### config.mk
export PLATFORM = sky130hd
export DESIGN_NAME = atomic_rmw_unit
export DESIGN_NICKNAME = d
export VERILOG_FILES = /design/src/rtl/atomic_rmw_pkg.sv /design/src/rtl/atomic_rmw_decode.sv /design/src/rtl/atomic_rmw_alu.sv /design/src/rtl/atomic_rmw_seq.sv /design/src/rtl/atomic_rmw_unit.sv
export SDC_FILE = /design/constraint.sdc
export NUM_CORES = 1
export LEC_CHECK = 0
export BUFFER_PORTS_ARGS = -buffer_cell sky130_fd_sc_hd__buf_4
export CAP_MARGIN = 5
export CELL_PAD_IN_SITES_DETAIL_PLACEMENT = 1
export CELL_PAD_IN_SITES_GLOBAL_PLACEMENT = 2
export CORE_ASPECT_RATIO = 0.8
export CORE_MARGIN = 2
export CORE_UTILIZATION = 32
export DETAILED_ROUTE_END_ITERATION = 16
export HOLD_SLACK_MARGIN = 0.15
export PLACE_DENSITY = 0.92
export SLEW_MARGIN = 20
export SYNTH_ARGS = -nofsm -noshare
export SYNTH_HDL_FRONTEND = slang
export SYNTH_HIERARCHICAL = 1
export SYNTH_SLANG_ARGS = --single-unit
### constraint.sdc
create_clock -name clk_i -period 6.1 [get_ports clk_i]
set_input_delay 0.915 -clock clk_i [delete_from_list [all_inputs] [get_ports clk_i]]
set_output_delay 0.915 -clock clk_i [all_outputs]
set_load 0.005 [all_outputs]
### src/rtl/atomic_rmw_pkg.sv
package atomic_rmw_pkg;

  typedef enum logic [2:0] {
    ST_IDLE,
    ST_READ,
    ST_CALC,
    ST_WRITE,
    ST_DONE
  } state_e;

  typedef enum logic [2:0] {
    OP_ADD,
    OP_OR,
    OP_AND,
    OP_XOR,
    OP_XCHG,
    OP_CAS
  } op_e;

  localparam logic [3:0] CODE_ADD  = 4'h0;
  localparam logic [3:0] CODE_OR   = 4'h4;
  localparam logic [3:0] CODE_AND  = 4'h5;
  localparam logic [3:0] CODE_XOR  = 4'ha;
  localparam logic [3:0] CODE_XCHG = 4'he;
  localparam logic [3:0] CODE_CAS  = 4'hf;

endpackage

### src/rtl/atomic_rmw_decode.sv
module atomic_rmw_decode
  import atomic_rmw_pkg::*;
#(
  parameter int IMM_W = 32
) (
  input  logic [IMM_W-1:0] imm_i,
  output op_e              op_o,
  output logic             fetch_o,
  output logic             valid_o
);

  logic clean;

  // only the code nibble and the fetch bit may be non-zero
  assign clean   = (imm_i[IMM_W-1:8] == '0) && (imm_i[3:1] == 3'b000);
  assign fetch_o = imm_i[0];

  always_comb begin
    op_o    = OP_ADD;
    valid_o = 1'b0;
    unique case (imm_i[7:4])
      CODE_ADD:  begin op_o = OP_ADD;  valid_o = clean; end
      CODE_OR:   begin op_o = OP_OR;   valid_o = clean; end
      CODE_AND:  begin op_o = OP_AND;  valid_o = clean; end
      CODE_XOR:  begin op_o = OP_XOR;  valid_o = clean; end
      CODE_XCHG: begin op_o = OP_XCHG; valid_o = clean & imm_i[0]; end
      CODE_CAS:  begin op_o = OP_CAS;  valid_o = clean & imm_i[0]; end
      default:   begin op_o = OP_ADD;  valid_o = 1'b0; end
    endcase
  end

endmodule

### src/rtl/atomic_rmw_alu.sv
module atomic_rmw_alu
  import atomic_rmw_pkg::*;
#(
  parameter int DATA_W = 64
) (
  input  op_e               op_i,
  input  logic              wide_i,
  input  logic [DATA_W-1:0] old_i,
  input  logic [DATA_W-1:0] src_i,
  input  logic [DATA_W-1:0] r0_i,
  output logic [DATA_W-1:0] new_o,
  output logic              match_o
);

  localparam int HALF_W = DATA_W / 2;

  logic [DATA_W-1:0] lane_mask;
  logic [DATA_W-1:0] src_m;
  logic [DATA_W-1:0] r0_m;
  logic [DATA_W-1:0] raw;

  assign lane_mask = wide_i ? '1 : {{(DATA_W-HALF_W){1'b0}}, {HALF_W{1'b1}}};
  assign src_m     = src_i & lane_mask;
  assign r0_m      = r0_i & lane_mask;

  always_comb begin
    unique case (op_i)
      OP_ADD:  raw = old_i + src_m;
      OP_OR:   raw = old_i | src_m;
      OP_AND:  raw = old_i & src_m;
      OP_XOR:  raw = old_i ^ src_m;
      OP_XCHG: raw = src_m;
      OP_CAS:  raw = src_m;
      default: raw = old_i;
    endcase
  end

  // narrow results wrap inside the low lane
  assign new_o   = raw & lane_mask;
  assign match_o = ((old_i & lane_mask) == r0_m);

endmodule

### src/rtl/atomic_rmw_seq.sv
module atomic_rmw_seq
  import atomic_rmw_pkg::*;
(
  input  logic   clk_i,
  input  logic   rst_ni,
  input  logic   start_i,
  input  logic   op_ok_i,
  input  logic   mem_ready_i,
  input  logic   wr_needed_i,
  output state_e state_o
);

  state_e state_q, state_d;

  always_comb begin
    state_d = state_q;
    unique case (state_q)
      ST_IDLE:  if (start_i) state_d = op_ok_i ? ST_READ : ST_DONE;
      ST_READ:  if (mem_ready_i) state_d = ST_CALC;
      ST_CALC:  state_d = wr_needed_i ? ST_WRITE : ST_DONE;
      ST_WRITE: if (mem_ready_i) state_d = ST_DONE;
      ST_DONE:  state_d = ST_IDLE;
      default:  state_d = ST_IDLE;
    endcase
  end

  always_ff @(posedge clk_i or negedge rst_ni) begin
    if (!rst_ni) state_q <= ST_IDLE;
    else         state_q <= state_d;
  end

  assign state_o = state_q;

endmodule

### src/rtl/atomic_rmw_unit.sv
module atomic_rmw_unit
  import atomic_rmw_pkg::*;
#(
  parameter int DATA_W = 64,
  parameter int ADDR_W = 64,
  parameter int OFF_W  = 16,
  parameter int IMM_W  = 32
) (
  input  logic              clk_i,
  input  logic              rst_ni,
  input  logic              req_valid_i,
  input  logic [IMM_W-1:0]  imm_i,
  input  logic              wide_i,
  input  logic [ADDR_W-1:0] dst_i,
  input  logic [OFF_W-1:0]  off_i,
  input  logic [DATA_W-1:0] src_i,
  input  logic [DATA_W-1:0] r0_i,
  output logic              busy_o,
  output logic              done_o,
  output logic              err_o,
  output logic              src_wb_o,
  output logic [DATA_W-1:0] src_val_o,
  output logic              r0_wb_o,
  output logic [DATA_W-1:0] r0_val_o,
  output logic              lock_o,
  output logic              mem_req_o,
  output logic              mem_we_o,
  output logic              mem_wide_o,
  output logic [ADDR_W-1:0] mem_addr_o,
  output logic [DATA_W-1:0] mem_wdata_o,
  input  logic              mem_ready_i,
  input  logic [DATA_W-1:0] mem_rdata_i
);

  localparam int HALF_W = DATA_W / 2;
  localparam int EXT_W  = ADDR_W - OFF_W;

  state_e state;
  op_e    dec_op, op_q;
  logic   dec_fetch, dec_ok, fetch_q, wide_q, err_q;
  logic   start, wr_needed, alu_match;
  logic [ADDR_W-1:0] addr_q;
  logic [DATA_W-1:0] src_q, r0_q, old_q, new_q, alu_new, rd_val;

  assign start = req_valid_i && (state == ST_IDLE);

  atomic_rmw_decode #(.IMM_W(IMM_W)) u_decode (
    .imm_i   (imm_i),
    .op_o    (dec_op),
    .fetch_o (dec_fetch),
    .valid_o (dec_ok)
  );

  atomic_rmw_alu #(.DATA_W(DATA_W)) u_alu (
    .op_i    (op_q),
    .wide_i  (wide_q),
    .old_i   (old_q),
    .src_i   (src_q),
    .r0_i    (r0_q),
    .new_o   (alu_new),
    .match_o (alu_match)
  );

  assign wr_needed = (op_q != OP_CAS) || alu_match;

  atomic_rmw_seq u_seq (
    .clk_i       (clk_i),
    .rst_ni      (rst_ni),
    .start_i     (start),
    .op_ok_i     (dec_ok),
    .mem_ready_i (mem_ready_i),
    .wr_needed_i (wr_needed),
    .state_o     (state)
  );

  assign rd_val = wide_q ? mem_rdata_i
                         : {{(DATA_W-HALF_W){1'b0}}, mem_rdata_i[HALF_W-1:0]};

  always_ff @(posedge clk_i or negedge rst_ni) begin
    if (!rst_ni) begin
      op_q    <= OP_ADD;
      fetch_q <= 1'b0;
      wide_q  <= 1'b0;
      err_q   <= 1'b0;
      addr_q  <= '0;
      src_q   <= '0;
      r0_q    <= '0;
      old_q   <= '0;
      new_q   <= '0;
    end else begin
      if (start) begin
        op_q    <= dec_op;
        fetch_q <= dec_fetch;
        wide_q  <= wide_i;
        err_q   <= !dec_ok;
        addr_q  <= dst_i + {{EXT_W{off_i[OFF_W-1]}}, off_i};
        src_q   <= src_i;
        r0_q    <= r0_i;
      end
      if (state == ST_READ && mem_ready_i) old_q <= rd_val;
      if (state == ST_CALC) new_q <= alu_new;
    end
  end

  assign busy_o      = (state != ST_IDLE);
  assign lock_o      = (state == ST_READ) || (state == ST_CALC) || (state == ST_WRITE);
  assign mem_req_o   = (state == ST_READ) || (state == ST_WRITE);
  assign mem_we_o    = (state == ST_WRITE);
  assign mem_wide_o  = wide_q;
  assign mem_addr_o  = addr_q;
  assign mem_wdata_o = new_q;

  assign done_o    = (state == ST_DONE);
  assign err_o     = done_o && err_q;
  assign src_wb_o  = done_o && !err_q && fetch_q && (op_q != OP_CAS);
  assign r0_wb_o   = done_o && !err_q && (op_q == OP_CAS);
  assign src_val_o = old_q;
  assign r0_val_o  = old_q;

endmodule

# After elaboration in Yosys (flattened, before gate mapping)
# Index checks and enable logic that the tools add are counted.
dict set report word_totals {
  regBits 329
  input_bits 309
  word_cells 74
}
dict set report op_classes {
  addsub 2
  eq_ne 19
  muxes 11
  bitwise_logic 8
  n_reduce_logical 24
}
# operator count
set ops {}
lappend ops {{bitwise AND 64 bit} 5}
lappend ops {{one-hot mux 64 bit (5 select lines)} 1}
lappend ops {{adder 64 bit} 2}
lappend ops {{2-to-1 mux 64 bit} 2}
lappend ops {{equality test 64 bit} 1}
lappend ops {{bitwise OR 64 bit} 1}
lappend ops {{bitwise XOR 64 bit} 1}
lappend ops {{logical NOT 24 bit} 1}
lappend ops {{2-to-1 mux 3 bit} 5}
lappend ops {{one-hot mux 3 bit (5 select lines)} 1}
lappend ops {{equality test 3 x 2 -> 1 bit, second input constant} 4}
lappend ops {{equality test 4 bit, second input constant} 3}
lappend ops {{one-hot mux 3 bit (4 select lines)} 1}
lappend ops {{equality test 3 bit, second input constant} 3}
lappend ops {{logical NOT 3 bit} 3}
lappend ops {{equality test 4 x 3 -> 1 bit, second input constant} 2}
lappend ops {{logical AND 1 bit} 8}
lappend ops {{equality test 3 x 1 -> 1 bit, second input constant} 2}
lappend ops {{logical NOT 4 bit} 1}
lappend ops {{logical OR 1 bit} 4}
lappend ops {{!= test 2 bit, second input constant} 2}
lappend ops {{OR reduction 2 bit} 2}
lappend ops {{OR reduction 4 bit} 1}
lappend ops {{!= test 3 bit, second input constant} 1}
lappend ops {{6 further kinds} 7}

# Depth between registers and ports, before layout
dict set report depth {
  depth_word 7
  depth_mapped 20
  depth_no_buf 14
}

# Cells and area by module
# Netlist, hierarchy kept.
# mod n_inst cells_per_inst area_each_um2
set modules_own_cells {}
lappend modules_own_cells {atomic_rmw_unit 1 1762 16345.7}
lappend modules_own_cells {atomic_rmw_alu 1 1347 8602.0}
lappend modules_own_cells {atomic_rmw_seq 1 14 158.9}
lappend modules_own_cells {atomic_rmw_decode 1 24 147.6}

# Worst setup path after synthesis
# Ideal clock, no wire load.
dict set report synth_timing {
  path_type {register to register}
  startpoint {register wide_q (netlist: mem_wide_o)}
  endpoint {register new_q[52] (netlist: mem_wdata_o[52])}
  t_arrival_ns 4.411
  slack_ns 1.624
  path_stages_with_launch 21
  n_path_buf 7
  path_cell_list {dfrtp_1 > clkbuf_1 > clkbuf_1 > clkbuf_1 > clkbuf_1 > clkbuf_1 > clkbuf_1 > nand2_1 > ha_1 > clkbuf_1 > a32o_1 > nand2_1 > o21ai_0 > a21oi_1 > o21ai_0 > a311oi_1 > a21oi_1 > and2_1 > or4_1 > nand3_1 > mux2_2}
}
dict set report synth_via {
  elab_chain_len 5
  word_cells_on_any_way 8
  classes_between {add/sub (1); mux (2); bitwise (5)}
}
# element line
set synth_lines {}
lappend synth_lines {{start: declaration} atomic_rmw_unit.sv:40} ;# logic dec_fetch, dec_ok, fetch_q, wide_q, err_q;
lappend synth_lines {{start signal: assignment} atomic_rmw_unit.sv:94} ;# wide_q <= wide_i;
lappend synth_lines {{2-to-1 mux 64 bit (*)} atomic_rmw_alu.sv:22} ;# assign lane_mask = wide_i ? '1 : {{(DATA_W-HALF_W){1'b0}}, {HALF_W{1'b1}}};
lappend synth_lines {{bitwise AND 64 bit} atomic_rmw_alu.sv:23} ;# assign src_m = src_i & lane_mask;
lappend synth_lines {{adder 64 bit, or another cell as far along} atomic_rmw_alu.sv:28} ;# OP_ADD: raw = old_i + src_m;
lappend synth_lines {{one-hot mux 64 bit (5 select lines)} atomic_rmw_alu.sv:27} ;# unique case (op_i)
lappend synth_lines {{bitwise AND 64 bit (*)} atomic_rmw_alu.sv:39} ;# assign new_o = raw & lane_mask;
lappend synth_lines {{named net alu_new[52]} atomic_rmw_unit.sv:43} ;# logic [DATA_W-1:0] src_q, r0_q, old_q, new_q, alu_new, rd_val;
lappend synth_lines {{end signal: assignment} atomic_rmw_unit.sv:101} ;# if (state == ST_CALC) new_q <= alu_new;
lappend synth_lines {{end: declaration} atomic_rmw_unit.sv:43}
# The timed path passes the listed nets; every way through them passes the cells marked *.
# A chain may end at the register's enable or synchronous reset.

# Worst setup path after layout
dict set report layout_timing {
  startpoint {register old_q[0] (netlist: r0_val_o[0])}
  endpoint {register new_q[36] (netlist: mem_wdata_o[36])}
}
dict set report layout_via {
  elab_chain_len 3
}
# element line
set layout_lines {}
lappend layout_lines {{start: declaration} atomic_rmw_unit.sv:43}
lappend layout_lines {{start signal: assignment} atomic_rmw_unit.sv:100} ;# if (state == ST_READ && mem_ready_i) old_q <= rd_val;
lappend layout_lines {{adder 64 bit} atomic_rmw_alu.sv:28}
lappend layout_lines {{one-hot mux 64 bit (5 select lines)} atomic_rmw_alu.sv:27}
lappend layout_lines {{bitwise AND 64 bit} atomic_rmw_alu.sv:39}
lappend layout_lines {{named net alu_new[36]} atomic_rmw_unit.sv:43}
# The timed path passes the listed nets, and every way through them passes these cells.

==> insert_results.sql <==
INSERT INTO impl_metrics (metric_group, metric, value, unit) VALUES
('global_route', 'vias_in_the_first_global_route', '25600', ''),
('placement', 'last_weighted_congestion_value_of_the_routability_driven_placer', '0.964', ''),
('setup_path', 'critPathMostFrequentCell', 'a21oi_1', ''),
('final_layout', 'final-seq-area', '0.00824', 'mm2'),
('sta', 'hold_slack', '0.302', 'ns'),
('clocking', 'cts_hold_buffers', '0', ''),
('setup_path', 'path_cells', 'ha_1 > inv_1 > fa_1 > nand2b_1 > a21oi_1 > o21ba_2 > o211ai_1 > a21oi_2 > o21ai_1 > nand2_1 > a21oi_1 > o311a_1 > or3_1 > mux2_2', ''),
('run_status', 'status', 'finished clean', ''),
('synthesis', 'synth_top_flop_cell', 'dfrtp_1', ''),
('final_layout', 'drive_above_1_share', '0.228', ''),
('min_path', 'hp-class', 'input port to async pin', ''),
('synthesis', 'syn_area', '0.0253', 'mm2'),
('power', 'power.leakage', '0.0150', 'uW'),
('synthesis', 'ys.warnings.count', '6', ''),
('clocking', 'cts_made_buffers', '41', ''),
('clocking', 'post-cts-setup-buffer-count', '0', ''),
('setup_path', 'worst_r2r_endpoint', 'mem_wdata_o[36]', ''),
('setup_path', 'worst-path-max-fanout', '7', ''),
('global_route', 'grt_use_met2', '0.419', ''),
('placement', 'portBuffers', '573', ''),
('drt', 'drcViolationCount', '0', ''),
('placement', 'dpl.hpwl', '84.0', 'mm'),
('setup_path', 'worst-setup-path-type', 'register to register', ''),
('synthesis', 'synth_sequential_area_ratio', '0.326', ''),
('setup_path', 'worst_reg2reg_startpoint', 'r0_val_o[0]', ''),
('floorplanning', 'fp.dieH', '255', 'um'),
('floorplanning', 'initial_utilization', '0.322', ''),
('synthesis', 'ys_seq_elements', '329', ''),
('final_layout', 'multi_input_area', '0.0153', 'mm2'),
('clocking', 'htreeDepth', '2', ''),
('clocking', 'numClockSinks', '329', ''),
('setup_path', 'setup.worst_path.start', 'r0_val_o[0]', ''),
('clocking', 'tritoncts', 'done', ''),
('setup_path', 'timing.critical_path.arrival', '4.78', 'ns'),
('power', 'total_power_of_the_final_layout', '7250', 'uW'),
('sta', 'unrepaired_setup_endpoints_after_global_routing', 'false', ''),
('sta', 'period_needed', '4.32', 'ns'),
('drt', 'route.vias.total', '25400', ''),
('setup_path', 'critPathLaunchType', 'register', ''),
('sta', 'slew_headroom', '0.229', ''),
('final_layout', 'nFillCells', '9487', ''),
('drt', 'route.final.wire_length', '112', 'mm'),
('drt', 'number_of_vias_per_cell', '5.50', ''),
('flow_run', 'maxCapViolations', '0', ''),
('sta', 'finalClockSkew', '0.0236', 'ns'),
('clocking', 'insertion_delay', '0.59', 'ns'),
('final_layout', 'area_growth_syn_to_layout', '23.9', '%'),
('setup_path', 'cp.required', '6.56', 'ns'),
('global_route', 'grt_pass1_wl', '165', 'mm'),
('clocking', 'cts.path.max_buffers', '3', ''),
('synthesis', 'number_of_unique_standard_cell_types_used_by_synthesis', '91', ''),
('sta', 'totalNegativeSetupSlack', '0', 'ns'),
('floorplanning', 'core_area', '0.0785', 'mm2'),
('sta', 'fraction_of_the_cycle_the_final_worst_path_needs', '0.708', ''),
('sta', 'timing_max_transition_violations_final', '0', ''),
('power', 'powerDensity', '232', 'mW/mm2'),
('floorplanning', 'floorplan.rows', '92', ''),
('synthesis', 'count_of_flip_flops_with_a_built_in_enable_after_synthesis', '0', ''),
('final_layout', 'fin_util', '0.399', ''),
('clocking', 'cts-root-buf', 'clkbuf_16', ''),
('clocking', 'cts-resized-gates', '0', ''),
('global_route', 'gr-max-usage-layer', 'met2', ''),
('sta', 'tightest_slew', '1.15', 'ns'),
('setup_path', 'worst-r2r-cell-count', '14', ''),
('global_route', 'grt_util_met1', '0.371', ''),
('global_route', 'maximum_number_of_pins_on_one_net_before_global_route_repair', '121', ''),
('synthesis', 'synth_async_sr_flop_share', '1.00', ''),
('global_route', 'grt.met3_usage', '0.0620', ''),
('drt', 'first_iter_violations', '1917', ''),
('synthesis', 'postSynthCellCount', '3147', ''),
('synthesis', 'netlist_top_cells_area', 'dfrtp_1 (33%), nand2_1 (11%), ha_1 (8.7%), mux2_2 (4.6%), o21ai_0 (4.5%)', '');
## cell type report
type	instances	area share
Inverter	147	0.0178
Clock inverter	11	0.00476
Sequential cell	329	0.263
Tap cell	1034	0.0414
Timing Repair Buffer	608	0.147
Multi-Input combinational cell	2419	0.488
Clock buffer	59	0.0376
Antenna cell	3	0.000240
## registers in the layout (all words and copies together), names as in the netlist
| name | count |
|---|---|
| src_q | 64 |
| r0_val_o | 64 |
| err_q | 1 |
| fetch_q | 1 |
| r0_q | 64 |
| mem_wide_o | 1 |
| op_q | 3 |
| mem_wdata_o | 64 |
| u_seq/state_o | 3 |
| mem_addr_o | 64 |
## how the worst max path moves through the flow
| stage | endpoint | cells after the start | slack [ns] |
|---|---|---|---|
| 2_1_floorplan | mem_wdata_o[52] | 20 | 1.62 |
| 3_3_place_gp | mem_addr_o[47] | 11 | 1.97 |
| 3_5_place_dp | mem_addr_o[47] | 11 | 1.84 |
| 4_1_cts | mem_wdata_o[36] | 14 | 1.90 |
| 5_1_grt | mem_wdata_o[58] | 14 | 1.64 |
| 6_report | mem_wdata_o[36] | 14 | 1.78 |
## per-stage QoR
| stage | instances | setup slack [ns] | cell area [um2] |
|---|---|---|---|
| after floorplan | 3147 | 1.62 | 25300 |
| after global placement | 4537 | 1.97 | 30000 |
| after detailed placement | 4537 | 1.84 | 30000 |
| after CTS | 4607 | 1.90 | 31300 |
| after global routing | 4607 | 1.64 | 31300 |
| final | 4610 | 1.78 | 31300 |
## cells in the mapped netlist (12+ instances only)
cell,count
nand2_1,748
dfrtp_1,329
o21ai_0,228
a21oi_1,209
ha_1,175
clkbuf_1,152
inv_1,143
nor2_1,119
mux2_2,104
xnor2_1,89
xor2_1,71
buf_4,69
a21o_1,61
nand4_1,55
mux2i_1,46
a211oi_1,39
nor3_1,39
o22ai_1,39
nand3_1,38
a31oi_1,37
o21bai_1,24
nor4_1,21
o21a_1,20
o211ai_1,19
o221ai_1,18
and3_1,16
buf_2,16
nor2b_1,16
buf_1,15
or3_1,13
a221oi_1,12
a32o_1,12
## placed cells by master (no fill, tap or decap), types with 18 or more instances in the layout
cell / Yosys / layout
a211oi_1: 39 / 39
a21o_1: 61 / 61
a21oi_1: 209 / 209
a31oi_1: 37 / 37
buf_4: 69 / 605
clkbuf_16: 0 / 43
dfrtp_1: 329 / 325
ha_1: 175 / 175
inv_1: 143 / 143
mux2_2: 104 / 104
mux2i_1: 46 / 46
nand2_1: 748 / 747
nand3_1: 38 / 38
nand4_1: 55 / 55
nor2_1: 119 / 117
nor3_1: 39 / 39
nor4_1: 21 / 21
o211ai_1: 19 / 19
o21a_1: 20 / 20
o21ai_0: 228 / 228
o21bai_1: 24 / 24
o221ai_1: 18 / 18
o22ai_1: 39 / 39
xnor2_1: 89 / 89
xor2_1: 71 / 71
## worst register-to-register path, cell delays in order, from the launching register on
cell and delay [ns]:
dfrtp_1 0.63, ha_1 0.28, inv_1 0.08, fa_1 0.41, nand2b_1 0.20, a21oi_1 0.23
o21ba_2 0.23, o211ai_1 0.16, a21oi_2 0.33, o21ai_1 0.16, nand2_1 0.19, a21oi_1 0.19
o311a_1 0.40, or3_1 0.43, mux2_2 0.28
## kinds of logic (layout without fill, tap and decap cells)
group / Yosys count / after routing / share of synthesized area
AOI/OAI and AO/OA: 822 / 822 / 0.207
other: 0 / 3 / 0
DFF: 329 / 329 / 0.326
adders and majority gates: 177 / 177 / 0.0883
muxes: 151 / 151 / 0.0655
buffers and inverters: 399 / 825 / 0.0704
and+or+nand+nor: 1109 / 1109 / 0.187
xor gates and xnor gates: 160 / 160 / 0.0555
## per-layer routing
metal  vias up  share of wire
met2       822           0.45
met4        14          0.017
met1     12700           0.46
li1      11700              -
met5         -        0.00083
met3       128          0.073
## power breakdown
part           total, uW  switching (uW)  internal (uW)  leakage, uW
clock network       2520            1060           1470     0.000648
registers           2670             246           2420      0.00425
logic               2060            1230            826       0.0101
Note: power is estimated with default switching activity, not from simulation.
